--- config.mk ---
export PLATFORM = sky130hd
export DESIGN_NAME = cyclic_block_codec
export DESIGN_NICKNAME = d
export VERILOG_FILES = /design/src/rtl/cyclic_block_codec.sv
export SDC_FILE = /design/constraint.sdc
export NUM_CORES = 1
export LEC_CHECK = 0
export BUFFER_PORTS_ARGS = -buffer_cell sky130_fd_sc_hd__clkbuf_2
export CORE_AREA = 2 2 87 89
export CTS_CLUSTER_DIAMETER = 50
export DETAILED_ROUTE_END_ITERATION = 10
export DIE_AREA = 0 0 89 91
export SETUP_SLACK_MARGIN = 0.15
export SKIP_CTS_REPAIR_TIMING = 1
export SLEW_MARGIN = 5
export SYNTH_ARGS = -nofsm -noshare
export SYNTH_HDL_FRONTEND = slang
export SYNTH_SLANG_ARGS = --single-unit
--- constraint.sdc ---
create_clock -name clk -period 3.99 [get_ports clk]
set_input_delay 0.5985 -clock clk [delete_from_list [all_inputs] [get_ports clk]]
set_output_delay 0.5985 -clock clk [all_outputs]
set_load 0.005 [all_outputs]
--- src/rtl/cyclic_block_codec.sv ---
module cyclic_block_codec #(
  parameter int          BLK_LEN = 1024,
  parameter int          CHK_W   = 22,
  parameter logic [21:0] TAPS    = 22'h002005
) (
  input  logic clk,
  input  logic rst_n,
  input  logic sob,
  input  logic chk_mode,
  input  logic bit_vld,
  input  logic bit_in,
  output logic out_bit,
  output logic out_valid,
  output logic res_valid,
  output logic res_pass
);
  localparam int PAY_LEN = BLK_LEN - CHK_W;
  localparam int CW      = $clog2(BLK_LEN + 1);

  logic [CHK_W-1:0] rem_q, base_rem, rem_nxt;
  logic [CW-1:0]    cnt_q, base_cnt;
  logic             active_q, mode_q, cur_chk, take, tail, fb, last, nxt_out;

  assign base_rem = sob ? '0 : rem_q;
  assign base_cnt = sob ? '0 : cnt_q;
  assign cur_chk  = sob ? chk_mode : mode_q;
  assign take     = bit_vld && (sob || active_q);
  assign tail     = !cur_chk && (base_cnt >= CW'(PAY_LEN));
  assign fb       = tail ? 1'b0 : (bit_in ^ base_rem[CHK_W-1]);
  assign rem_nxt  = {base_rem[CHK_W-2:0], 1'b0} ^ (fb ? TAPS[CHK_W-1:0] : '0);
  assign nxt_out  = tail ? base_rem[CHK_W-1] : bit_in;
  assign last     = take && (base_cnt == CW'(BLK_LEN - 1));

  always_ff @(posedge clk) begin
    if (!rst_n) begin
      rem_q     <= '0;
      cnt_q     <= '0;
      active_q  <= 1'b0;
      mode_q    <= 1'b0;
      out_bit   <= 1'b0;
      out_valid <= 1'b0;
      res_valid <= 1'b0;
      res_pass  <= 1'b0;
    end else begin
      out_valid <= take;
      res_valid <= last && cur_chk;
      if (sob) mode_q <= chk_mode;
      if (take) begin
        rem_q   <= rem_nxt;
        cnt_q   <= base_cnt + 1'b1;
        out_bit <= nxt_out;
      end else if (sob) begin
        rem_q <= '0;
        cnt_q <= '0;
      end
      if (last)     active_q <= 1'b0;
      else if (sob) active_q <= 1'b1;
      if (last && cur_chk) res_pass <= (rem_nxt == '0);
      else if (sob)        res_pass <= 1'b0;
    end
  end

  assert_res_pulse_R6: assert property (@(posedge clk) disable iff (!rst_n)
    res_valid |=> !res_valid);
  assert_pass_hold_R6: assert property (@(posedge clk) disable iff (!rst_n)
    (!sob && !last) |=> $stable(res_pass));
  assert_idle_quiet_R8: assert property (@(posedge clk) disable iff (!rst_n)
    !bit_vld |=> !out_valid);
  assert_sob_clear_R7: assert property (@(posedge clk) disable iff (!rst_n)
    (sob && !last) |=> !res_pass);
  assert_cnt_bound_R8: assert property (@(posedge clk) disable iff (!rst_n)
    active_q |-> (cnt_q < CW'(BLK_LEN)));
  assert_encode_no_result_R6: assert property (@(posedge clk) disable iff (!rst_n)
    (last && !cur_chk) |=> !res_valid);
endmodule

-- Yosys cells after proc, flatten, opt, wreduce, memory -nomap -nowiden
Index checks and enable logic that the tools add are counted.
- eq/ne operators: 1
- magnitude comparators: 1
- mux-type cells: 10
- reductions and logical operators: 9
- bitwise operators: 3
- add/sub/neg operators: 1
- operators with widths (operator ; number):
    $mux 22 ; 2
    $logic_not 22->1 ; 1
    $mux 11 ; 2
    $xor 22x14->22 ; 1
    $mux 14 ; 1
    $add 11x1->11 const B ; 1
    $eq 11x10->1 const B ; 1
    $ge 11x10->1 const B ; 1
    $mux 1 ; 5
    $logic_and 1x1->1 ; 4
    $reduce_bool 2->1 ; 1
    $reduce_or 2->1 ; 1
    $logic_not 1->1 ; 1
    $logic_or 1x1->1 ; 1
    $not 1->1 ; 1
    $xor 1x1->1 ; 1
- logic and storage cells: 33
- flip-flop bits (word level): 39
- output and inout port bits: 4
- input port bits: 6

-- Depth between registers and ports, before layout
Gate-level depths: netlist of run 1.
- depth after elaboration: 8
- mapped depth: 9
- depth with buffers taken out: 8

-- Least setup slack after synthesis of run 1
OpenSTA, ideal clock, no wires.
- path type: in2reg
- from: input sob
- to: register res_pass
- setup slack: 1519 ps
- arrival time: 2399 ps
- required time: 3918 ps
- cell stages on the path: 9
- library setup time: 72 ps
- buffers on the path: 1
- cells stage by stage: clkbuf_1 > nand2b_1 > inv_2 > ha_1 > inv_1 > or4_4 > or3_4 > nor2_4 > mux2i_1
- word-level cells in the longest chain between the ends: 8
- elaborated cells on any way between the ends: 18
- classes of those cells: order compare (1); eq/ne (1); mux (6); bitwise (2); reduce/logical (8)
- RTL lines (what ; line ; text):
    from (decl) ; 8 ; input logic sob,
    $mux 11 / $mux 1 (equally long branches) ; n/a ;
    $ge 11x10->1 / $logic_not 1->1 (equally long branches) ; 28 ; assign tail = !cur_chk && (base_cnt >= CW'(PAY_LEN));
    $logic_and 1x1->1 ; 28 ;
    $mux 1 ; 29 ; assign fb = tail ? 1'b0 : (bit_in ^ base_rem[CHK_W-1]);
    $mux 14 ; 30 ; assign rem_nxt = {base_rem[CHK_W-2:0], 1'b0} ^ (fb ? TAPS[CHK_W-1:0] : '0);
    $xor 22x14->22 ; 30 ;
    $logic_not 22->1 ; 58 ; if (last && cur_chk) res_pass <= (rem_nxt == '0);
    $mux 1 ; 58 ;
    to (signal assigned) ; 58 ;
    to (decl) ; 15 ; output logic res_pass
Parallel ways exist; a longest one is shown, timed or not.
A chain may end at the register's enable or synchronous reset.

-- Final worst setup path of run 1
Same ends and word-level chain as after synthesis.

==> results of run 1 <==
==> final cells by class <==
type,instances,area [sq um]
Fill cell,808,5170
Multi-Input combinational cell,156,898
Sequential cell,39,781
Tap cell,99,124
Clock buffer,8,100
Timing Repair Buffer,9,45.0
Inverter,4,15.0
==> worst register-to-register path: stages (launching register included) <==
cell and delay, ns:
dfxtp_1 0.37, nor2b_1 0.25, ha_1 0.23, inv_1 0.05, or4_4 0.54, or3_4 0.38, nor2_4 0.12, mux2i_1 0.16
==> registers in the layout, indices dropped and copies added, names as in the netlist <==
| name | cells |
|---|---|
| rem_q | 22 |
| cnt_q | 11 |
| active_q | 1 |
| mode_q | 1 |
| out_bit | 1 |
| out_valid | 1 |
| res_pass | 1 |
| res_valid | 1 |
==> synth_stat cells (all sizes together), types with 4 or more instances <==
cell	n
nor2b	9
inv	4
nand3b	4
clkbuf	6
xnor2	5
dfxtp	39
nand2	46
o21ai	10
nor4	4
a21oi	23
nor2	6
and2	7
nand2b	4
buf	4
nor3	4
==> power groups by stage <==
stage          sequential [mW]  clock, mW  combinational (mW)
2_1_floorplan            0.406          0              0.0328
3_3_place_gp             0.407          0              0.0446
3_5_place_dp             0.407          0              0.0452
4_1_cts                  0.398      0.296              0.0455
5_1_grt                  0.399      0.315              0.0503
6_report                 0.398      0.288              0.0449
==> stage by stage <==
stage	instances	hold WS [ns]	setup WS [ns]
6_report	315	0.469	1.52
5_1_grt	315	0.493	1.40
4_1_cts	315	0.471	1.52
3_5_place_dp	307	0.458	1.21
3_3_place_gp	307	0.453	1.27
2_1_floorplan	209	0.440	1.52
==> worst min-delay path by stage <==
stage | start | slack (ns) | endpoint
floorplan | rem_q[11] | 0.44 | rem_q[12]
detailed placement | rem_q[18] | 0.46 | rem_q[19]
global placement | rem_q[16] | 0.45 | rem_q[17]
global route | rem_q[16] | 0.49 | rem_q[17]
CTS | rem_q[17] | 0.47 | rem_q[18]
finish | rem_q[17] | 0.47 | rem_q[18]
==> kinds of logic (layout without fill, tap and decap cells) <==
logic type,count (synthesis),in the layout,share of synthesized area
flip-flops,39,39,0.450
AND/OR/NAND/NOR,100,100,0.301
AO/OA/AOI/OAI,45,45,0.153
multiplexers,3,3,0.0195
XOR/XNOR,6,6,0.0303
buffers and inverters,14,21,0.0324
adder cells (fa/ha/maj),2,2,0.0144
==> layer usage <==
metal  share of wire  vias to the layer above
li1                -                      726
met1            0.50                      647
met2            0.44                       22
met3           0.038                        5
met4           0.020                        0
met5               0                        -
==> cells in the final DEF (no fill, tap or decap), types with 5 or more instances in the layout <==
master	instances
a21oi_1	23
and2_1	7
clkbuf_2	9
clkbuf_8	7
dfxtp_1	39
nand2_1	46
nor2_1	5
nor2b_1	9
o21ai_1	6
xnor2_1	5
==> results_dict.tcl, run 1 <==
set metrics [dict create \
    die_w_um 89 \
    diodes 0 \
    critPathKind "in -> reg" \
    port_buffers 9 \
    power_frac_seq 0.545 \
    start_kind "input port" \
    start_util 0.243 \
    clkSlewWorstSetupHoldPaths_ns 0.07 \
    yosysSeqAreaShare 0.450 \
    critical_path.cell_chain "clkbuf_2 -> nand2b_1 -> inv_2 -> ha_1 -> inv_1 -> or4_4 -> or3_4 -> nor2_4 -> mux2i_1" \
    final_cell_area_sq_um 1960 \
    synth.avg_cell_area_sq_um 8.30 \
    antenna_found_initial 0 \
    synth_top_flop_cell "dfxtp_1" \
    syn_inst 209 \
    slew_violations 0 \
    async_flop_share 0 \
    ant_nets 0 \
    clkPwrFrac 0.393 \
    ios 10 \
    cap_violations 0 \
    vias 1400 \
    combinationalPowerShare 0.061 \
    syn_nets 217 \
    intPower_mw 0.566 \
    drt_drc_violations_left 0 \
    hold_path.class "reg -> reg" \
    rsz0062_at_grt "no" \
    first_pass_iters 4 \
    synthesis.area_sq_um 1740 \
    critical_path.startpoint "sob" \
    slowest_stage "or4_4" \
    cts_buffer_depth 2 \
    grt_use_met3 0.0382 \
    regToRegSetupSlack_ns 1.82 \
    crit_buf_inv 3 \
    place.gp.congestion 0.805 \
    slowest_delay_ns 0.54 \
    cts_sinks 39 \
    area_growth_pct 13.1 \
    yosysTopAreaCell "dfxtp_1" \
    grt_pass1_wl_mm 5.87 \
    fin_util 0.275 \
    reg2reg_depth 7 \
    r2r-end "res_pass" \
    hold_depth 2 \
    synth-seq-cells 39 \
    gr-usage-met2 0.141 \
    cp.depth 9 \
    grt_pass1_vias 1355 \
    critPathTopFamily "simple AND/OR/NAND/NOR gates" \
    use_met1 0.114 \
    tns_ns 0 \
    wl_per_cell_um 10.9 \
    via_per_inst 4.44 \
    slew_headroom 0.362 \
    routed_wl_mm 3.43 \
    swShare 0.225 \
    arrival_ns 2.70 \
    endpoint "res_pass" \
    setup_viol 0 \
    r2r_start "cnt_q[1]" \
    outcome "finished, final reports clean" \
    fp.dieH_um 91 \
    max_freq_ghz 0.404 \
    vdd_ir_drop_max_v 0.000120 \
    clock-root-buffer "clkbuf_8" \
    synth_cell_types 41 \
    synth_top_area_frac 0.450 \
    finalCritPeriodShare 0.620 \
    die-area_sq_um 8100 \
    fp-row-count 31 \
    grt.total_usage 0.0930 \
    detailed_place_hpwl_mm 2.22 \
    cts_tree "yes" \
    core_sq_um 7140 \
    busiest_layer "met2" \
    p_per_area_nw_per_um2 372 \
    max_slew.worst_pin.slew_ns 0.957 \
    fin_crit_ns 2.47 \
    power.total_mw 0.731 \
    power.leakage_nw 0.654 \
    grt_overflow 0 \
    cts_buffers 5 \
    end_kind "flip-flop" \
    clk_latency_ns 0.29 \
    drtIter0Drc 77 \
    placed_area_sq_um 1860 \
    layout-drive-gt1-share 0.106 \
    synth-edff-count 0 \
    skew_ns 0.00394 \
    nets 223 \
    grt_max_degree 27 \
    p_sw_mw 0.165 \
    final-hold-violation-count 0 \
    htreeDepth 2 \
    required_ns 4.21 \
    synthTopCellsByArea "dfxtp_1 45%, nand2_1 9.9%, a21oi_1 6.6%, nor2b_1 3.2%, and2_1 2.5%" \
    yosysWarnings 0 \
    cp_max_fo 26 \
]
(Power assumes the default switching activity.)
==> inputs of run 2 (changes only) <==
Settings changed: ABC_AREA set to 1, CORE_AREA 2 2 87 89 to 2 2 90 92, DIE_AREA 0 0 89 91 to 0 0 92 94.
Clock period 3.99 ns to 2.6 ns, I/O delays scaled along.
==> run 2 against run 1 <==
Non-clock buffer count rose by 2. Synthesized area rose by 7.4%. Via count rose by 14%. Final area rose by 4.8%. Sequential power up 59%. Power up 60%. Worst hold slack worse by 0.074 ns. Routed wire length up 14%. Largest cell class unchanged.
==> results_dict.tcl, run 2 <==
set metrics [dict create \
    p_per_area_nw_per_um2 569 \
    antenna_found_initial 0 \
    top_register "rem_q" \
    arrival_ns 1.91 \
    synthTopCellsByArea "dfxtp_1 42%, nand2_1 14%, a21oi_1 7.3%, inv_1 6.4%, nor2_1 5.6%" \
    synth_most_common_cell "nand2_1" \
    critPathTopFamily "simple AND/OR/NAND/NOR gates" \
    start_util 0.245 \
    synth_compound_area_frac 0.141 \
    power.total_mw 1.17 \
    start_kind "input port" \
    syn_inst 265 \
    via_per_inst 4.29 \
    yosysTopAreaCell "dfxtp_1" \
    combinationalPowerShare 0.112 \
    placed_area_sq_um 1970 \
    diodes 0 \
    cts_tree "yes" \
    synth_top_family_by_area "simple AND/OR/NAND/NOR gates" \
    required_ns 2.79 \
    hold_path.class "in -> reg" \
    tns_ns 0 \
    critical_path.cell_chain "clkbuf_2 -> nor2_4 -> inv_1 -> ha_1 -> nand3_1 -> nand3_1 -> nand2_1 -> nand2_1 -> nand2_1 -> nand2_1 -> nand2_1 -> nand3_1 -> nand2_1 -> inv_1" \
    power_frac_seq 0.539 \
    final_common_cell "nand2_1" \
    synth_simple_gate_area_share 0.310 \
    syn_nets 273 \
    rsz0062_at_grt "no" \
    final-hold-violation-count 0 \
    slew_headroom 0.574 \
    end_kind "flip-flop" \
    async_flop_share 0 \
    grt.total_usage 0.101 \
    synth_top_area_frac 0.419 \
    layout-drive-gt1-share 0.111 \
    synth-seq-cells 39 \
    mostFrequentLayoutCells "69 x nand2_1, 39 x dfxtp_1, 32 x inv_1, 28 x nor2_1, 27 x a21oi_1" \
    setup_viol 0 \
    vdd_ir_drop_max_v 0.000197 \
    cp_max_fo 12 \
    synth_xor_area_frac 0.00470 \
    synth-adder-area-share 0.0134 \
    p_sw_mw 0.297 \
    reg_top3 "rem_q: 22 flops, cnt_q: 11 flops" \
    final_cell_area_sq_um 2060 \
    fin_crit_ns 1.72 \
    max_freq_ghz 0.582 \
    drt_drc_violations_left 0 \
    cts_sinks 39 \
    slowest_stage "clkbuf_2" \
    finalCritPeriodShare 0.661 \
    synthMuxAreaShare 0 \
    largest_register_ffs 22 \
    max_slew.worst_pin.slew_ns 0.638 \
    path_common_cell "nand2_1" \
    crit_buf_inv 3 \
    fp-row-count 32 \
    clkPwrFrac 0.348 \
    synth_top_flop_cell "dfxtp_1" \
    area_growth_pct 10.5 \
    fp.dieH_um 94 \
    first_pass_iters 4 \
    power.leakage_nw 0.881 \
    yosys-top-cells-count "69 x nand2_1, 39 x dfxtp_1, 32 x inv_1, 28 x nor2_1, 27 x a21oi_1" \
    clock-root-buffer "clkbuf_8" \
    synth-edff-count 0 \
    grt_overflow 0 \
    ant_nets 0 \
    swShare 0.254 \
    outcome "finished, final reports clean" \
    port_buffers 9 \
    clk_latency_ns 0.28 \
    slew_violations 0 \
    htreeDepth 2 \
    die_w_um 92 \
    drtIter0Drc 89 \
    synth.avg_cell_area_sq_um 7.03 \
    ios 10 \
    cts_buffers 5 \
    routed_wl_mm 3.91 \
    cts_buffer_depth 2 \
    place.gp.congestion 0.809 \
    grt_max_degree 27 \
    slowest_delay_ns 0.24 \
    timing.hold.ws_ns 0.395 \
    nets 279 \
    clkSlewWorstSetupHoldPaths_ns 0.07 \
    skew_ns 0.00458 \
    core_sq_um 7610 \
    die-area_sq_um 8650 \
    intPower_mw 0.874 \
    yosysWarnings 0 \
    wl_per_cell_um 10.5 \
    synth_cell_types 25 \
    critPathKind "in -> reg" \
    yosysSeqAreaShare 0.419 \
    grt_pass1_wl_mm 6.99 \
    synthesis.area_sq_um 1860 \
    cap_violations 0 \
    vias 1601 \
    grt_pass1_vias 1574 \
    detailed_place_hpwl_mm 2.75 \
]
run 2: changes by cell type in the layout (fill, tap and decap cells not counted), sizes merged, moves of 5 or more:
cell	before	now
a211oi	0	5
nor2b	9	0
nand2	46	71
inv	4	33
nor2	6	35
nand3	1	13
and2	7	0
run 2: routing by layer:
layer	part of all wire	global-route usage	vias to the layer above
li1	-	-	853
met3	0.033	0.0329	4
met1	0.49	0.120	730
met2	0.47	0.170	14
met5	0	0	-
met4	0.011	0.0423	0
run 2: metrics by stage:
step	std cells	util	worst slack (ns)
after global placement	366	0.259	0.589
final	373	0.271	0.883
after detailed placement	366	0.259	0.560
after CTS	373	0.271	0.857
after floorplan	265	-	0.879
after global routing	373	0.271	0.609
run 2: worst min-delay path: stages:
cell,delay (ns)
clkbuf_2,0.11
nand2_1,0.07
a31oi_1,0.06
run 2: kinds of logic (layout without fill, tap and decap cells):
kind of cell | count (synthesis) | in the layout
xor+xnor | 1 | 1
fa+ha+maj | 2 | 2
compound gates | 48 | 48
simple gates | 130 | 130
buf+inv | 45 | 51
flops | 39 | 39
run 2: final cells by class:
class | instances | area [sq um]
fillers | 853 | 5550
multi-input cells | 181 | 873
flip-flops and latches | 39 | 781
inverters | 33 | 129
well taps | 102 | 128
clock buffers | 6 | 82.6
repair buffers | 11 | 60.1
clock inverters | 1 | 5.00
run 2: path summary, 6_finish.rpt:
kind,start,end,slack [ns],cells past startpoint
worst max-delay path,sob,rem_q[2],0.88,14
worst min-delay path,bit_in,out_bit,0.40,3
worst max register to register,active_q,cnt_q[7],0.96,9
worst min register to register,cnt_q[6],cnt_q[7],0.49,2
run 2: power groups by stage:
stage / Clock [mW] / Sequential (mW) / Combinational [mW]
after floorplan: 0 / 0.644 / 0.108
after global placement: 0 / 0.645 / 0.131
after detailed placement: 0 / 0.646 / 0.133
after CTS: 0.422 / 0.632 / 0.134
after global routing: 0.454 / 0.634 / 0.154
final: 0.408 / 0.632 / 0.132
